<file path="config.mk">
export PLATFORM = sky130hd
export DESIGN_NAME = brk_uart_rx
export DESIGN_NICKNAME = d
export VERILOG_FILES = /design/src/rtl/brk_uart_rx_pkg.sv /design/src/rtl/rx_frame_fsm.sv /design/src/rtl/rx_out_hold.sv /design/src/rtl/rx_status_irq.sv /design/src/rtl/brk_uart_rx.sv
export SDC_FILE = /design/constraint.sdc
export NUM_CORES = 1
export LEC_CHECK = 0
export BUFFER_PORTS_ARGS = -buffer_cell sky130_fd_sc_hd__buf_2
export CAP_MARGIN = 25
export CORE_MARGIN = 2
export CORE_UTILIZATION = 40
export DETAILED_ROUTE_END_ITERATION = 10
export GPL_TIMING_DRIVEN = 0
export PLACE_DENSITY = 0.64
export SETUP_SLACK_MARGIN = 0.3
export SYNTH_ARGS = -nofsm -noshare
export SYNTH_HDL_FRONTEND = slang
export SYNTH_SLANG_ARGS = --single-unit
export TNS_END_PERCENT = 20
</file>
<file path="constraint.sdc">
create_clock -name clk -period 2 [get_ports clk]
set_input_delay 0.1 -clock clk [delete_from_list [all_inputs] [get_ports clk]]
set_output_delay 0.1 -clock clk [all_outputs]
set_load 0.02 [all_outputs]
</file>
<file path="src/rtl/brk_uart_rx_pkg.sv">
package brk_uart_rx_pkg;
  typedef enum logic [2:0] {
    RX_IDLE, RX_START, RX_DATA, RX_PAR, RX_STOP, RX_BRK
  } rx_state_e;

  localparam int ST_VALID = 0;
  localparam int ST_BRK   = 1;
  localparam int ST_PERR  = 2;
  localparam int ST_FERR  = 3;
  localparam int NSTAT    = 4;
endpackage

</file>
<file path="src/rtl/rx_frame_fsm.sv">
module rx_frame_fsm
  import brk_uart_rx_pkg::*;
#(
  parameter int OVS    = 16,
  parameter int DW     = 8,
  parameter int BRK_HI = 2
) (
  input  logic          clk,
  input  logic          rst_n,
  input  logic          tick,
  input  logic          rxd,
  input  logic          par_en,
  input  logic          par_odd,
  output logic          char_done,
  output logic [DW-1:0] char_data,
  output logic          char_perr,
  output logic          char_ferr,
  output logic          brk_start,
  output logic          brk_end
);
  localparam int CW = $clog2(OVS);
  localparam int BW = $clog2(DW + 1);
  localparam int HW = $clog2(BRK_HI + 1);
  localparam logic [CW-1:0] MID  = CW'(OVS / 2 - 1);
  localparam logic [CW-1:0] LAST = CW'(OVS - 1);
  localparam logic [BW-1:0] BLAST = BW'(DW - 1);
  localparam logic [HW-1:0] HLAST = HW'(BRK_HI - 1);

  rx_state_e     state;
  logic [CW-1:0] cnt;
  logic [BW-1:0] bidx;
  logic [DW-1:0] shreg;
  logic [HW-1:0] hicnt;
  logic          parb;
  logic          line_prev;
  logic          rxd_m, rxd_s;
  logic          zero_frame;

  // two-flop synchronizer for the asynchronous line
  always_ff @(posedge clk or negedge rst_n) begin
    if (!rst_n) begin
      rxd_m <= 1'b1;
      rxd_s <= 1'b1;
    end else begin
      rxd_m <= rxd;
      rxd_s <= rxd_m;
    end
  end

  assign zero_frame = (shreg == '0) && !(par_en && parb) && !rxd_s;

  always_ff @(posedge clk or negedge rst_n) begin
    if (!rst_n) begin
      state     <= RX_IDLE;
      cnt       <= '0;
      bidx      <= '0;
      shreg     <= '0;
      hicnt     <= '0;
      parb      <= 1'b0;
      line_prev <= 1'b1;
      char_done <= 1'b0;
      char_data <= '0;
      char_perr <= 1'b0;
      char_ferr <= 1'b0;
      brk_start <= 1'b0;
      brk_end   <= 1'b0;
    end else begin
      char_done <= 1'b0;
      brk_start <= 1'b0;
      brk_end   <= 1'b0;
      if (tick) begin
        line_prev <= rxd_s;
        case (state)
          RX_IDLE: begin
            if (line_prev && !rxd_s) begin
              state <= RX_START;
              cnt   <= '0;
            end
          end
          RX_START: begin
            if (cnt == MID) begin
              cnt   <= '0;
              bidx  <= '0;
              state <= rxd_s ? RX_IDLE : RX_DATA;
            end else cnt <= cnt + 1'b1;
          end
          RX_DATA: begin
            if (cnt == LAST) begin
              cnt   <= '0;
              shreg <= {rxd_s, shreg[DW-1:1]};
              if (bidx == BLAST) state <= par_en ? RX_PAR : RX_STOP;
              else bidx <= bidx + 1'b1;
            end else cnt <= cnt + 1'b1;
          end
          RX_PAR: begin
            if (cnt == LAST) begin
              cnt   <= '0;
              parb  <= rxd_s;
              state <= RX_STOP;
            end else cnt <= cnt + 1'b1;
          end
          RX_STOP: begin
            if (cnt == LAST) begin
              cnt <= '0;
              if (zero_frame) begin
                brk_start <= 1'b1;
                hicnt     <= '0;
                state     <= RX_BRK;
              end else begin
                char_done <= 1'b1;
                char_data <= shreg;
                char_perr <= par_en && (parb != ((^shreg) ^ par_odd));
                char_ferr <= !rxd_s;
                state     <= RX_IDLE;
              end
            end else cnt <= cnt + 1'b1;
          end
          RX_BRK: begin
            if (rxd_s) begin
              if (hicnt == HLAST) begin
                brk_end <= 1'b1;
                state   <= RX_IDLE;
              end else hicnt <= hicnt + 1'b1;
            end else hicnt <= '0;
          end
          default: state <= RX_IDLE;
        endcase
      end
    end
  end

  AST_ONE_EVENT: assert property (@(posedge clk) disable iff (!rst_n)
    $onehot0({char_done, brk_start, brk_end}));
  AST_BRK_START_LOW: assert property (@(posedge clk) disable iff (!rst_n)
    brk_start |-> !$past(rxd_s));
  AST_BRK_END_HIGH: assert property (@(posedge clk) disable iff (!rst_n)
    brk_end |-> $past(rxd_s));
  AST_NO_PERR_OFF: assert property (@(posedge clk) disable iff (!rst_n)
    (char_done && !$past(par_en)) |-> !char_perr);
endmodule

</file>
<file path="src/rtl/rx_out_hold.sv">
module rx_out_hold #(
  parameter int DW = 8
) (
  input  logic          clk,
  input  logic          rst_n,
  input  logic          load,
  input  logic [DW-1:0] ld_data,
  input  logic          ld_perr,
  input  logic          ld_ferr,
  input  logic          ready,
  output logic          valid,
  output logic [DW-1:0] data,
  output logic          perr,
  output logic          ferr
);
  always_ff @(posedge clk or negedge rst_n) begin
    if (!rst_n) begin
      valid <= 1'b0;
      data  <= '0;
      perr  <= 1'b0;
      ferr  <= 1'b0;
    end else if (load) begin
      valid <= 1'b1;
      data  <= ld_data;
      perr  <= ld_perr;
      ferr  <= ld_ferr;
    end else if (ready) begin
      valid <= 1'b0;
    end
  end

  AST_HOLD_STABLE: assert property (@(posedge clk) disable iff (!rst_n)
    (valid && !ready && !load) |=> (valid && $stable(data) && $stable(perr) && $stable(ferr)));
  AST_VALID_DROP: assert property (@(posedge clk) disable iff (!rst_n)
    (valid && ready && !load) |=> !valid);
endmodule

</file>
<file path="src/rtl/rx_status_irq.sv">
module rx_status_irq
  import brk_uart_rx_pkg::*;
(
  input  logic             clk,
  input  logic             rst_n,
  input  logic             brk_ev,
  input  logic             brk_clr,
  input  logic             held,
  input  logic             held_perr,
  input  logic             held_ferr,
  input  logic [NSTAT-1:0] mask_set,
  input  logic [NSTAT-1:0] mask_clr,
  output logic             brk_q,
  output logic [NSTAT-1:0] mask_q,
  output logic             irq
);
  logic [NSTAT-1:0] stat;

  always_ff @(posedge clk or negedge rst_n) begin
    if (!rst_n) brk_q <= 1'b0;
    else if (brk_ev) brk_q <= 1'b1;
    else if (brk_clr) brk_q <= 1'b0;
  end

  for (genvar i = 0; i < NSTAT; i++) begin : g_mask
    always_ff @(posedge clk or negedge rst_n) begin
      if (!rst_n) mask_q[i] <= 1'b0;
      else if (mask_clr[i]) mask_q[i] <= 1'b0;
      else if (mask_set[i]) mask_q[i] <= 1'b1;
    end
  end

  always_comb begin
    stat           = '0;
    stat[ST_VALID] = held;
    stat[ST_BRK]   = brk_q;
    stat[ST_PERR]  = held & held_perr;
    stat[ST_FERR]  = held & held_ferr;
  end

  assign irq = |(stat & mask_q);

  AST_BRK_STICKY: assert property (@(posedge clk) disable iff (!rst_n)
    (brk_q && !brk_clr) |=> brk_q);
  AST_BRK_EVENT_SETS: assert property (@(posedge clk) disable iff (!rst_n)
    brk_ev |=> brk_q);
  AST_MASK_CLR_WINS: assert property (@(posedge clk) disable iff (!rst_n)
    (mask_clr != '0) |=> ((mask_q & $past(mask_clr)) == '0));
endmodule

</file>
<file path="src/rtl/brk_uart_rx.sv">
module brk_uart_rx
  import brk_uart_rx_pkg::*;
#(
  parameter int OVS    = 16,
  parameter int DW     = 8,
  parameter int BRK_HI = 2
) (
  input  logic             clk,
  input  logic             rst_n,
  input  logic             rxd_i,
  input  logic             tick_i,
  input  logic             par_en_i,
  input  logic             par_odd_i,
  output logic [DW-1:0]    m_data_o,
  output logic             m_perr_o,
  output logic             m_ferr_o,
  output logic             m_valid_o,
  input  logic             m_ready_i,
  output logic             brk_o,
  input  logic             brk_clr_i,
  input  logic [NSTAT-1:0] imask_set_i,
  input  logic [NSTAT-1:0] imask_clr_i,
  output logic [NSTAT-1:0] imask_o,
  output logic             irq_o
);
  logic          c_done, c_perr, c_ferr, b_start, b_end;
  logic [DW-1:0] c_data;

  rx_frame_fsm #(.OVS(OVS), .DW(DW), .BRK_HI(BRK_HI)) u_fsm (
    .clk(clk), .rst_n(rst_n), .tick(tick_i), .rxd(rxd_i),
    .par_en(par_en_i), .par_odd(par_odd_i),
    .char_done(c_done), .char_data(c_data), .char_perr(c_perr),
    .char_ferr(c_ferr), .brk_start(b_start), .brk_end(b_end)
  );

  rx_out_hold #(.DW(DW)) u_hold (
    .clk(clk), .rst_n(rst_n), .load(c_done), .ld_data(c_data),
    .ld_perr(c_perr), .ld_ferr(c_ferr), .ready(m_ready_i),
    .valid(m_valid_o), .data(m_data_o), .perr(m_perr_o), .ferr(m_ferr_o)
  );

  rx_status_irq u_stat (
    .clk(clk), .rst_n(rst_n), .brk_ev(b_start | b_end), .brk_clr(brk_clr_i),
    .held(m_valid_o), .held_perr(m_perr_o), .held_ferr(m_ferr_o),
    .mask_set(imask_set_i), .mask_clr(imask_clr_i),
    .brk_q(brk_o), .mask_q(imask_o), .irq(irq_o)
  );
endmodule

</file>
==> run_results.csv <==
group,metric,value,unit
route,met1Wirelength,2230,um
final_layout,mostFrequentLayoutCells,"dfrtp_1 (51), buf_2 (33), nand2_1 (32), o21ai_1 (22), nor2_1 (17)",
final_layout,finalNonFillerCells,362,
yosys,synth_top_family_by_area,"simple AND/OR/NAND/NOR gates",
critical_path,crit_required,2.19,ns
yosys,ys.flop_type,"dfrtp_1",
placement,port_buffers,31,
yosys,synth-xor-area-share,1.77,%
timing,period_share,88.6,%
global_route,antenna_found_initial,0,
route,remaining_drc_errors,0,
floorplan,coreArea,5960,sq um
timing,slew_headroom,59.0,%
clock_network,clockBufferDepth,2,
timing,layout_min_cycle_time,1.77,ns
yosys,synth_compound_area_share,12.2,%
timing,clock.fmax,0.564,GHz
power,ir_drop,0.409,mV
final_layout,nFillCells,547,
yosys,synth_edf_count,0,
floorplan,die_x,82.6,um
power,seqPwrFrac,46.2,%
placement,dpl.cell_count,339,
global_route,grt_start_max_net_pins,29,
yosys,synth_mux_area_share,5.88,%
timing,final-max-slew-violation-count,0,
final_layout,syn2layout_area_growth,21.3,%
power,power.leakage,1.48,nW
route,ant_nets,0,
global_route,grt_pass1_vias,1733,
route,drtIter0Drc,90,
floorplan,die_h,82.6,um
yosys,synth_cell_types,51,
global_route,grt_pass1_wl,7740,um
clock_network,clock-sinks,54,
yosys,synth-simple-area-share,17.4,%
route,via_per_inst,5.10,
clock_network,insertion_delay,0.30,ns
timing,worst_pin_slew,0.615,ns
route,wl_per_cell,12.9,um
clock_network,clock-root-buffer,"clkbuf_8",
floorplan,ios,33,
critical_path,crit_fanout,10,
route,first_pass_iters,4,
route,highest_layer,"met4",
power,p_int,1.88,mW
power,p_per_area,940,nW/um^2
critical_path,r2r-start,"u_fsm.state[0]$_DFFE_PN0P_",
yosys,yosysWarnings,0,
power,p_sw_share,33.1,%
yosys,synth_seq_cells,54,
floorplan,start_util,41.4,%
final_layout,nNetsFinal,310,
global_route,track_usage,14.5,%
timing,setup_tns,0,ns
clock_network,clk_pin_slew_worst_paths,0.09,ns
timing,hold_viol_final,0,
yosys,syn-num-nets,255,
power,pwr-share-comb,32.9,%
global_route,grt-ovfl-total,0,
outcome,status,"completed",
route,wl,4670,um
timing,rsz0062_at_grt,"yes",
power,clockPowerShare,20.8,%
route,wl_met2,2190,um
clock_network,numCtsBuffers,5,
yosys,netlist_instances,232,
critical_path,path_class,"register to register",
timing,fin_skew,0.00804,ns
yosys,syn_avg_cell_area,10.6,sq um
route,wl_met3,220,um
critical_path,crit_path_end_kind,"register",
timing,setup_viol,0,
final_layout,antennaDiodeCount,0,
yosys,ys_seq_area_share,54.9,%
critical_path,critPathLaunchType,"register",
clock_network,htree_num_levels,2,
hold_path,min_path_type,"input pin to register",
power,p_sw,0.930,mW
hold_path,hp-start,"imask_set_i[0]",
placement,hpwl,3340,um
clock_network,cts_tree,"yes",
route,vias,1847,
floorplan,die-area,6820,sq um
critical_path,crit_path_start,"u_fsm.state[0]$_DFFE_PN0P_",
yosys,syn_area,2470,sq um
floorplan,core.rowCount,28,
yosys,synth_adder_area_share,3.95,%
run,maxCapViolations,0,
placement,gp_congestion,0.841,
final_layout,final_common_cell,"dfrtp_1",
yosys,synth_async_sr_flop_share,100,%
final_layout,layout-drive-gt1-share,31.0,%
critical_path,crit_arrival,1.96,ns
[cell usage after synthesis, drive strengths merged, types with 2 or more instances]
cell type	instances	share of area (%)
a21o	2	0.61
a21oi	4	0.81
a221o	2	0.81
a31oi	2	0.51
a32o	3	1.3
and3	4	1.0
buf	5	1.2
clkbuf	4	0.61
dfrtp	51	52
dfstp	3	3.2
ha	7	3.5
inv	14	2.1
mux2	12	5.5
nand2	32	4.9
nand2b	4	1.0
nand3	7	1.9
nand4	3	1.0
nor2	17	2.6
nor2b	2	0.51
nor3	2	0.61
nor3b	3	1.4
o21ai	25	5.1
or2	2	0.51
xnor2	4	1.4
[logic make-up (layout without fill, tap and decap cells)]
logic type | count (synthesis) | count (layout)
adders and majority gates | 8 | 8
xor gates and xnor gates | 5 | 5
buffers and inverters | 23 | 78
AOI/OAI and AO/OA | 47 | 47
and+or+nand+nor | 82 | 82
muxes | 13 | 13
DFF | 54 | 54
[per-layer routing]
metal  GRT usage [%]  up-vias
li1                -      910
met1            18.8      886
met2            25.2       47
met3            2.72        4
met4            3.44        0
met5               0        -
[repair_timing]
| action | CTS | global route |
|---|---|---|
| setup buffers | 6 | 3 |
| hold buffers | 7 | 0 |
| resized for setup | 12 | 6 |
| pin swaps | 4 | 3 |
| setup endpoints to repair | 24 | 25 |
| gates cloned | 0 | 0 |
| hold endpoints to repair | 29 | 0 |
[area by class of cell]
type	count	area, sq um	share of cell area, %
Timing Repair Buffer	48	313	10.4
Sequential cell	54	1360	45.3
Multi-Input combinational cell	155	1040	34.8
Inverter	14	52.6	1.76
Clock inverter	2	15.0	0.501
Clock buffer	5	68.8	2.30
Tap cell	75	93.8	3.13
Buffer	9	55.1	1.84
[state kept, by name (all words and copies together), names as in the netlist, 2 cells and up]
signal / count
u_fsm.hicnt: 2
u_fsm.shreg: 8
u_stat.mask_q: 4
u_fsm.bidx: 4
u_fsm.state: 3
u_fsm.char_data: 8
u_hold.data: 8
u_fsm.cnt: 4
[critical path, stage by stage (launching register included)]
cell and delay (ns):
dfrtp_1 0.43, buf_4 0.19, and2b_2 0.24, a32oi_2 0.22, nand4_2 0.20, a221o_1 0.39
[path summary, 6_finish.rpt]
path / depth (start not counted) / slack (ns) / end
setup / recovery: 5 / 0.23 / u_fsm.state[1]$_DFFE_PN0P_
hold / removal: 3 / 0.01 / u_stat.mask_q[0]$_DFFE_PN0P_
setup reg to reg: 5 / 0.23 / u_fsm.state[1]$_DFFE_PN0P_
hold reg to reg: 0 / 0.36 / u_fsm.rxd_s$_DFF_PN1_
max in group asynchronous: 3 / 1.10 / u_fsm.bidx[1]$_DFFE_PN0P_
min in group asynchronous: 2 / 0.33 / u_hold.data[5]$_DFFE_PN0P_
[power groups by stage]
| stage | Sequential, mW | Clock, mW | Combinational (mW) |
|---|---|---|---|
| 5_1_grt | 1.31 | 0.652 | 1.04 |
| 3_5_place_dp | 1.32 | 0 | 0.818 |
| 4_1_cts | 1.30 | 0.605 | 0.886 |
| 3_3_place_gp | 1.32 | 0 | 0.788 |
| 2_1_floorplan | 1.31 | 0 | 0.627 |
| 6_report | 1.30 | 0.586 | 0.926 |
[metrics by stage]
step / hold slack [ns] / utilization (%) / instance area (sq um) / setup slack [ns] / power, mW
6_report: 0.0145 / 50.3 / 2990 / 0.228 / 2.81
5_1_grt: 0.0303 / 50.3 / 2990 / 0.148 / 3.01
4_1_cts: 0.0106 / 49.6 / 2960 / 0.197 / 2.79
3_5_place_dp: 0.148 / 46.0 / 2740 / 0.172 / 2.14
3_3_place_gp: 0.213 / 45.6 / 2720 / 0.181 / 2.10
2_1_floorplan: -0.196 / - / 2470 / 0.350 / 1.94
(Power assumes the default switching activity.)
